<file path="src/rtl/int_pipe5.sv">
module int_pipe5 (
  input  logic        clk,
  input  logic        rst_n,
  output logic [31:0] imem_addr,
  input  logic [31:0] imem_rdata,
  output logic [31:0] dmem_addr,
  output logic [31:0] dmem_wdata,
  output logic        dmem_we,
  input  logic [31:0] dmem_rdata
);
  localparam logic [5:0] OP_RR   = 6'h00;
  localparam logic [5:0] OP_BEQZ = 6'h04;
  localparam logic [5:0] OP_BNEZ = 6'h05;
  localparam logic [5:0] OP_IMLO = 6'h08;
  localparam logic [5:0] OP_IMHI = 6'h0D;
  localparam logic [5:0] OP_LW   = 6'h23;
  localparam logic [5:0] OP_SW   = 6'h2B;

  logic [31:0] pc;
  logic [31:0] ifid_ir, ifid_npc;
  logic [31:0] idex_ir, idex_npc, idex_a, idex_b, idex_imm;
  logic [31:0] exmem_ir, exmem_alu, exmem_b;
  logic        exmem_cond;
  logic [31:0] memwb_ir, memwb_alu, memwb_lmd;
  logic [31:0] regs [32];

  // fetch
  logic [31:0] pc_next;
  assign pc_next   = exmem_cond ? exmem_alu : pc + 32'd4;
  assign imem_addr = pc;

  // execute
  logic [5:0]  ex_op;
  logic        ex_rr, ex_imm, ex_br, ex_cond;
  logic [31:0] ex_y, ex_alu, ex_res;
  logic [2:0]  ex_sel;
  assign ex_op  = idex_ir[31:26];
  assign ex_rr  = ex_op == OP_RR;
  assign ex_imm = ex_op >= OP_IMLO && ex_op <= OP_IMHI;
  assign ex_br  = ex_op == OP_BEQZ || ex_op == OP_BNEZ;
  assign ex_y   = ex_rr ? idex_b : idex_imm;
  assign ex_sel = ex_rr ? idex_ir[2:0] : ex_op[2:0];

  always_comb begin
    case (ex_sel)
      3'd1:    ex_alu = idex_a - ex_y;
      3'd2:    ex_alu = idex_a & ex_y;
      3'd3:    ex_alu = idex_a | ex_y;
      3'd4:    ex_alu = idex_a ^ ex_y;
      3'd5:    ex_alu = {31'd0, $signed(idex_a) < $signed(ex_y)};
      default: ex_alu = idex_a + ex_y;
    endcase
  end

  assign ex_res  = (ex_rr || ex_imm) ? ex_alu :
                   ex_br ? idex_npc + idex_imm : idex_a + idex_imm;
  assign ex_cond = (ex_op == OP_BEQZ && idex_a == 32'd0) ||
                   (ex_op == OP_BNEZ && idex_a != 32'd0);

  // memory
  assign dmem_addr  = exmem_alu;
  assign dmem_wdata = exmem_b;
  assign dmem_we    = exmem_ir[31:26] == OP_SW;

  // write-back
  logic [5:0]  wb_op;
  logic        wb_we;
  logic [4:0]  wb_dst;
  logic [31:0] wb_data;
  assign wb_op   = memwb_ir[31:26];
  assign wb_we   = (wb_op == OP_RR && memwb_ir[5:0] <= 6'd5) ||
                   (wb_op >= OP_IMLO && wb_op <= OP_IMHI) || wb_op == OP_LW;
  assign wb_dst  = (wb_op == OP_RR) ? memwb_ir[15:11] : memwb_ir[20:16];
  assign wb_data = (wb_op == OP_LW) ? memwb_lmd : memwb_alu;

  logic unused_fields;
  assign unused_fields = ^{memwb_ir[25:21], memwb_ir[10:6]};

  always_ff @(posedge clk or negedge rst_n) begin
    if (!rst_n) begin
      pc         <= '0;
      ifid_ir    <= '0;
      ifid_npc   <= '0;
      idex_ir    <= '0;
      idex_npc   <= '0;
      idex_a     <= '0;
      idex_b     <= '0;
      idex_imm   <= '0;
      exmem_ir   <= '0;
      exmem_alu  <= '0;
      exmem_b    <= '0;
      exmem_cond <= 1'b0;
      memwb_ir   <= '0;
      memwb_alu  <= '0;
      memwb_lmd  <= '0;
      for (int i = 0; i < 32; i++) regs[i] <= '0;
    end else begin
      pc         <= pc_next;
      ifid_ir    <= imem_rdata;
      ifid_npc   <= pc_next;
      idex_ir    <= ifid_ir;
      idex_npc   <= ifid_npc;
      idex_a     <= regs[ifid_ir[25:21]];
      idex_b     <= regs[ifid_ir[20:16]];
      idex_imm   <= {{16{ifid_ir[15]}}, ifid_ir[15:0]};
      exmem_ir   <= idex_ir;
      exmem_alu  <= ex_res;
      exmem_b    <= idex_b;
      exmem_cond <= ex_cond;
      memwb_ir   <= exmem_ir;
      memwb_alu  <= exmem_alu;
      memwb_lmd  <= dmem_rdata;
      if (wb_we && wb_dst != 5'd0) regs[wb_dst] <= wb_data;
    end
  end

  p_seq_fetch_r2: assert property (@(posedge clk) disable iff (!rst_n)
    !exmem_cond |=> pc == $past(pc) + 32'd4);
  p_redirect_r6: assert property (@(posedge clk) disable iff (!rst_n)
    exmem_cond |=> (pc == $past(exmem_alu) && ifid_npc == pc));
  p_cond_source_r6: assert property (@(posedge clk) disable iff (!rst_n)
    exmem_cond |-> (exmem_ir[31:26] == OP_BEQZ || exmem_ir[31:26] == OP_BNEZ));
  p_store_no_branch_r5: assert property (@(posedge clk) disable iff (!rst_n)
    dmem_we |-> !exmem_cond);
  p_zero_reg_r7: assert property (@(posedge clk) disable iff (!rst_n)
    regs[0] == 32'd0);
  p_wb_commit_r8: assert property (@(posedge clk) disable iff (!rst_n)
    (wb_we && wb_dst != 5'd0) |=> regs[$past(wb_dst)] == $past(wb_data));
endmodule

</file>
<file path="config.mk">
export PLATFORM = sky130hd
export DESIGN_NAME = int_pipe5
export DESIGN_NICKNAME = d
export VERILOG_FILES = /design/src/rtl/int_pipe5.sv
export SDC_FILE = /design/constraint.sdc
export NUM_CORES = 2
export LEC_CHECK = 0
export BUFFER_PORTS_ARGS = -buffer_cell sky130_fd_sc_hd__buf_2
export CAP_MARGIN = 30
export CORE_UTILIZATION = 35
export DETAILED_ROUTE_END_ITERATION = 7
export PLACE_DENSITY = 0.51
export SYNTH_ARGS = -nofsm -noshare
export SYNTH_HDL_FRONTEND = slang
export SYNTH_SLANG_ARGS = --single-unit
</file>
<file path="constraint.sdc">
create_clock -name clk -period 6.6 [get_ports clk]
set_input_delay 0.66 -clock clk [delete_from_list [all_inputs] [get_ports clk]]
set_output_delay 0.66 -clock clk [all_outputs]
set_load 0.05 [all_outputs]
</file>
* Yosys cells after proc, flatten, opt, wreduce, memory -nomap -nowiden
Cells that the tools add are included.
Widths: inputs -> output; s select.
** Operators by class
- Add/subtract/negate cells :: 5
- $lt $le $gt $ge :: 10
- Equal/unequal tests :: 9
- Multiplexer cells :: 17
- Bitwise logic cells :: 6
- Reductions and logical operators :: 17
** Operators with widths (number)
- $bwmux 1024 :: 1
- $bmux 32 s5 :: 2
- $mux 32 :: 10
- $demux 32 s5 :: 1
- $pmux 32 s5 :: 1
- $add 32x32->32 :: 3
- $add 32x3->32 const B :: 1
- $and 32x32->32 :: 1
- $logic_not 32->1 :: 1
- $lt 32x32->1 :: 1
- $or 32x32->32 :: 1
- $reduce_bool 32->1 :: 1
- $sub 32x32->32 :: 1
- $xor 32x32->32 :: 1
- $ge 6x6->1 const B :: 3
- $not 5->6 :: 3
- $eq 6x3->1 const B :: 2
- $eq 6x6->1 const B :: 2
- $ge 6x4->1 const B :: 2
- $le 6x4->1 const B :: 2
- $logic_not 6->1 :: 2
- $logic_and 1x1->1 :: 7
- $eq 3x2->1 const B :: 2
- $eq 3x3->1 const B :: 2
- other kinds (7) :: 11
** Word-level totals
- Flip-flop bits (word level) :: 1425
- Input bits :: 66
- Logic and storage cells :: 110

* Depth between registers and ports, before layout
- Depth after elaboration :: 8
- Depth in mapped cells :: 20

* Least setup slack after synthesis
Ideal clock, no wire load.
- Path type :: register to register
- Start :: reg idex_ir[27]
- End :: reg exmem_alu[28] (netlist: dmem_addr[28])
- Setup time :: 0.138 ns
- Arrival time :: 4.185 ns
- Data required time :: 6.462 ns
- Slack :: 2.277 ns
- Cell stages (with the launch flop) :: 17
- Clock period less this slack :: 4.323 ns
- Path through :: dfrtp_1 nor4_4 nand2_1 clkbuf_1 mux2_2 ha_1 fa_1 a211oi_1 nor2_1 a21oi_1 a31oi_1 a211oi_1 nor3_1 o31a_1 or3_1 o21ai_0 a22oi_2
** On the way
- Word-level cells in the longest chain between the ends :: 5
** RTL lines
- start: declaration :: line 21 : logic [31:0] idex_ir, idex_npc, idex_a, idex_b, idex_imm;
- start signal: assignment :: line 101 : idex_ir <= ifid_ir;
- $logic_not 6->1 :: line 38 : assign ex_rr = ex_op == OP_RR;
- $mux 32 / $mux 3 (equally long branches) :: line 41, 42
- $add 32x32->32, or another cell as far along :: line 51 : default: ex_alu = idex_a + ex_y;
- $pmux 32 s5 :: line 45 : case (ex_sel)
- $mux 32 * :: line 55 : assign ex_res = (ex_rr || ex_imm) ? ex_alu :
- net ex_res[28] :: line 35 : logic [31:0] ex_y, ex_alu, ex_res;
- end signal: assignment :: line 107 : exmem_alu <= ex_res;
- end: declaration :: line 22 : logic [31:0] exmem_ir, exmem_alu, exmem_b;
The timed path passes the listed nets; every way through them passes the cells marked *.
A chain may end at the register's enable or synchronous reset.

* Worst setup path after layout
- Start :: reg idex_ir[27]
- End :: reg exmem_alu[30] (netlist: dmem_addr[30])
Same word-level chain as after synthesis.

==> flow_summary.yaml <==
detailed_routing:
  wire_per_inst_um: 27.38
  drt_pass1_iterations: 6
  drc: 0
  drtIter0Drc: 4956
  vias: 49190
  ant_nets: 0
  drt_wl_total_mm: 238.9
  vias_per_cell: 5.637
pwr:
  p_per_area_nw_per_um2: 311.5
  vdd.ir_drop.worst_uv: 222.6
  power_leakage_nw: 34.17
final_layout:
  multi_input_area_um2: 32760
  n_fill_cell: 18740
  final_common_cell: "dfrtp_1"
  layout.cells.most_common_list: "dfrtp_1 (1371), nand2_1 (846), o21ai_0 (785)"
  areaGrowthSynthToFinish_pct: 13.58
  regArea_um2: 34620
  top_register: "regs"
  final_cells: 8726
  finalNetCount: 6160
  largest_reg_flops: 1024
  drive_above_1_share: 0.2258
sta:
  setup_viol: 0
  finClkSkew_ns: 0.03159
  tns_ns: 0
  finalMaxSlewViolations: 0
  relSlewSlack: 0.2860
  period_share: 0.8239
  fmax_mhz: 183.9
  hold_violations: 0
  rsz0062_at_grt: "false"
  final.min_clock_period_ns: 5.437
  worstMarginPinSlew_ns: 1.071
synthesis:
  syn_nets: 6199
  synth_seq_cells: 1382
  yosysSeqAreaShare: 0.4977
  yosysTopAreaCellShare: 0.4977
  synthTopCellsByArea: "dfrtp_1 (50%), mux4_2 (21%), o21ai_0 (5.7%), nand2_1 (4.7%), a21oi_1 (3.3%)"
  synth_edf_count: 0
  yosys.cell_types.count: 82
  synthCells: 6002
  netlist_area_um2: 69490
  synthArstFlopShare: 1.000
  ys.flop_type: "dfrtp_1"
  yosysWarnings: 0
  yosysTopAreaCell: "dfrtp_1"
  avgSynthCellArea_um2: 11.58
die:
  ioPinCount: 163
  die_area_um2: 200300
  rows: 163
  die_width_um: 447.6
  die_h_um: 447.6
  start_util: 0.3524
  coreArea_um2: 197200
critical_path:
  end_kind: "flip-flop"
  path_class: "flip-flop to flip-flop"
  crit_fanout: 12
  start_kind: "flip-flop"
  arrival_ns: 6.14
  required_ns: 7.30
cts:
  clk_path_buf_depth: 3
  worstSkewPairLatency_ns: 0.82
  clkSinkCount: 1382
  cts_tree: "yes"
  clkTransAtPathRegs_ns: 0.07
  cts-htree-levels: 4
  cts_root_buf: "clkbuf_16"
  numCtsBuffers: 150
grt:
  grt_pass1_vias: 49130
  antenna_found_initial: 6
  overflow: 0
  grt_usage: 0.2398
  grt_pass1_wl_mm: 348.9
  grt_max_degree: 172
placed_design:
  portBuffers: 162
  place_inst: 8385
  gp_congestion: 0.9156
  hpwl_mm: 146.9
outcome:
  status: "completed"
hold_path:
  hp-class: "flip-flop to flip-flop"
job:
  max_cap_viol_count: 0
## where the power goes
group	total (mW)	leakage (nW)	switching, mW	internal (mW)
clock	8.70	2.47	3.66	5.05
combinational	5.17	13.3	3.22	1.95
sequential	10.7	18.4	1.16	9.55
## cells in the mapped netlist, drive strengths merged, types with 6 or more instances
library cell  instances
or3                  10
nor2                452
mux4                640
a221oi               14
nor3                 25
nand2               862
a31oi                18
nor4                 21
o31ai                13
o211ai               14
nor2b                18
xnor2                42
ha                  128
o21ai               794
inv                 114
o221ai                7
buf                  64
and3                  9
o22ai                15
xor2                 32
a21o                 38
nand3                31
a2111oi               9
a22oi                 9
mux2i                38
nor3b                 6
nand2b               16
mux2                 98
o21bai               15
and2                  9
nand4                 9
clkbuf              489
dfrtp              1382
o21a                 11
a21oi               455
a211oi               23
## worst max-delay path, cell delays in order (launching register included)
cell	delay, ns
dfrtp_1	0.47
nor4_4	0.53
nand2_1	0.48
mux2_2	0.42
ha_1	0.22
fa_1	0.45
a211oi_1	0.22
nor2_1	0.11
a21oi_1	0.32
a31oi_1	0.32
a211oi_1	0.67
nor3_1	0.15
nor4_1	0.46
nor4_1	0.10
nand3b_1	0.21
a22o_1	0.19
## cell families after synthesis
family	count (synthesis)	synth area share
buffers and inverters	667	0.03641
AND/OR/NAND/NOR	1483	0.08576
flip-flops	1382	0.4977
adder cells (fa/ha/maj)	131	0.02391
XOR/XNOR	74	0.009326
multiplexers	776	0.2288
AO/OA/AOI/OAI	1489	0.1182
## layout make-up
type | instances | share of cell area
Tap cell | 2640 | 0.04185
Clock buffer | 226 | 0.05672
Timing Repair Buffer | 362 | 0.03548
Inverter | 114 | 0.005421
Clock inverter | 47 | 0.006911
Sequential cell | 1382 | 0.4386
Antenna cell | 2 | 0.00006341
Multi-Input combinational cell | 3953 | 0.4150
## layer usage
metal  part of all wire  global-route usage  up-vias
met4              0.034             0.08317        0
met2               0.47              0.3832     1607
met1               0.44              0.3328    25630
li1                   -                   -    21590
met3              0.056             0.03553      368
met5                  0                   0        -
## path summary, 6_finish.rpt
check	depth (start not counted)	startpoint	to	slack, ns
min reg2reg	0	exmem_ir[1]$_DFF_PN0_	memwb_ir[1]$_DFF_PN0_	0.35
max	15	idex_ir[27]$_DFF_PN0_	dmem_addr[30]$_DFF_PN0_	1.16
min in group asynchronous	2	rst_n	memwb_alu[5]$_DFF_PN0_	0.40
min	0	exmem_ir[1]$_DFF_PN0_	memwb_ir[1]$_DFF_PN0_	0.35
max in group asynchronous	3	rst_n	regs[128]$_DFFE_PN0P_	4.52
max reg2reg	15	idex_ir[27]$_DFF_PN0_	dmem_addr[30]$_DFF_PN0_	1.16
## per-stage QoR
| stage | cell area, µm² | setup slack [ns] | util | power, mW | hold slack, ns |
|---|---|---|---|---|---|
| after CTS | 78900 | 1.184 | 0.4001 | 24.73 | 0.3474 |
| final | 78930 | 1.163 | 0.4002 | 24.58 | 0.3466 |
| after detailed placement | 73230 | 1.197 | 0.3713 | 15.95 | 0.3363 |
| after global placement | 73110 | 1.298 | 0.3707 | 15.88 | 0.3324 |
| after global routing | 78930 | 0.7788 | 0.4002 | 25.60 | 0.3537 |
| after floorplan | 69490 | 2.277 | - | 13.86 | 0.3312 |
## what timing repair did
item                      in CTS  in global routing
hold endpoints to repair     170                  0
hold buffers                  65                  0
setup buffers                  0                  0
gates resized for setup        0                  0
No activity file was read; power rests on OpenSTA's default activity.
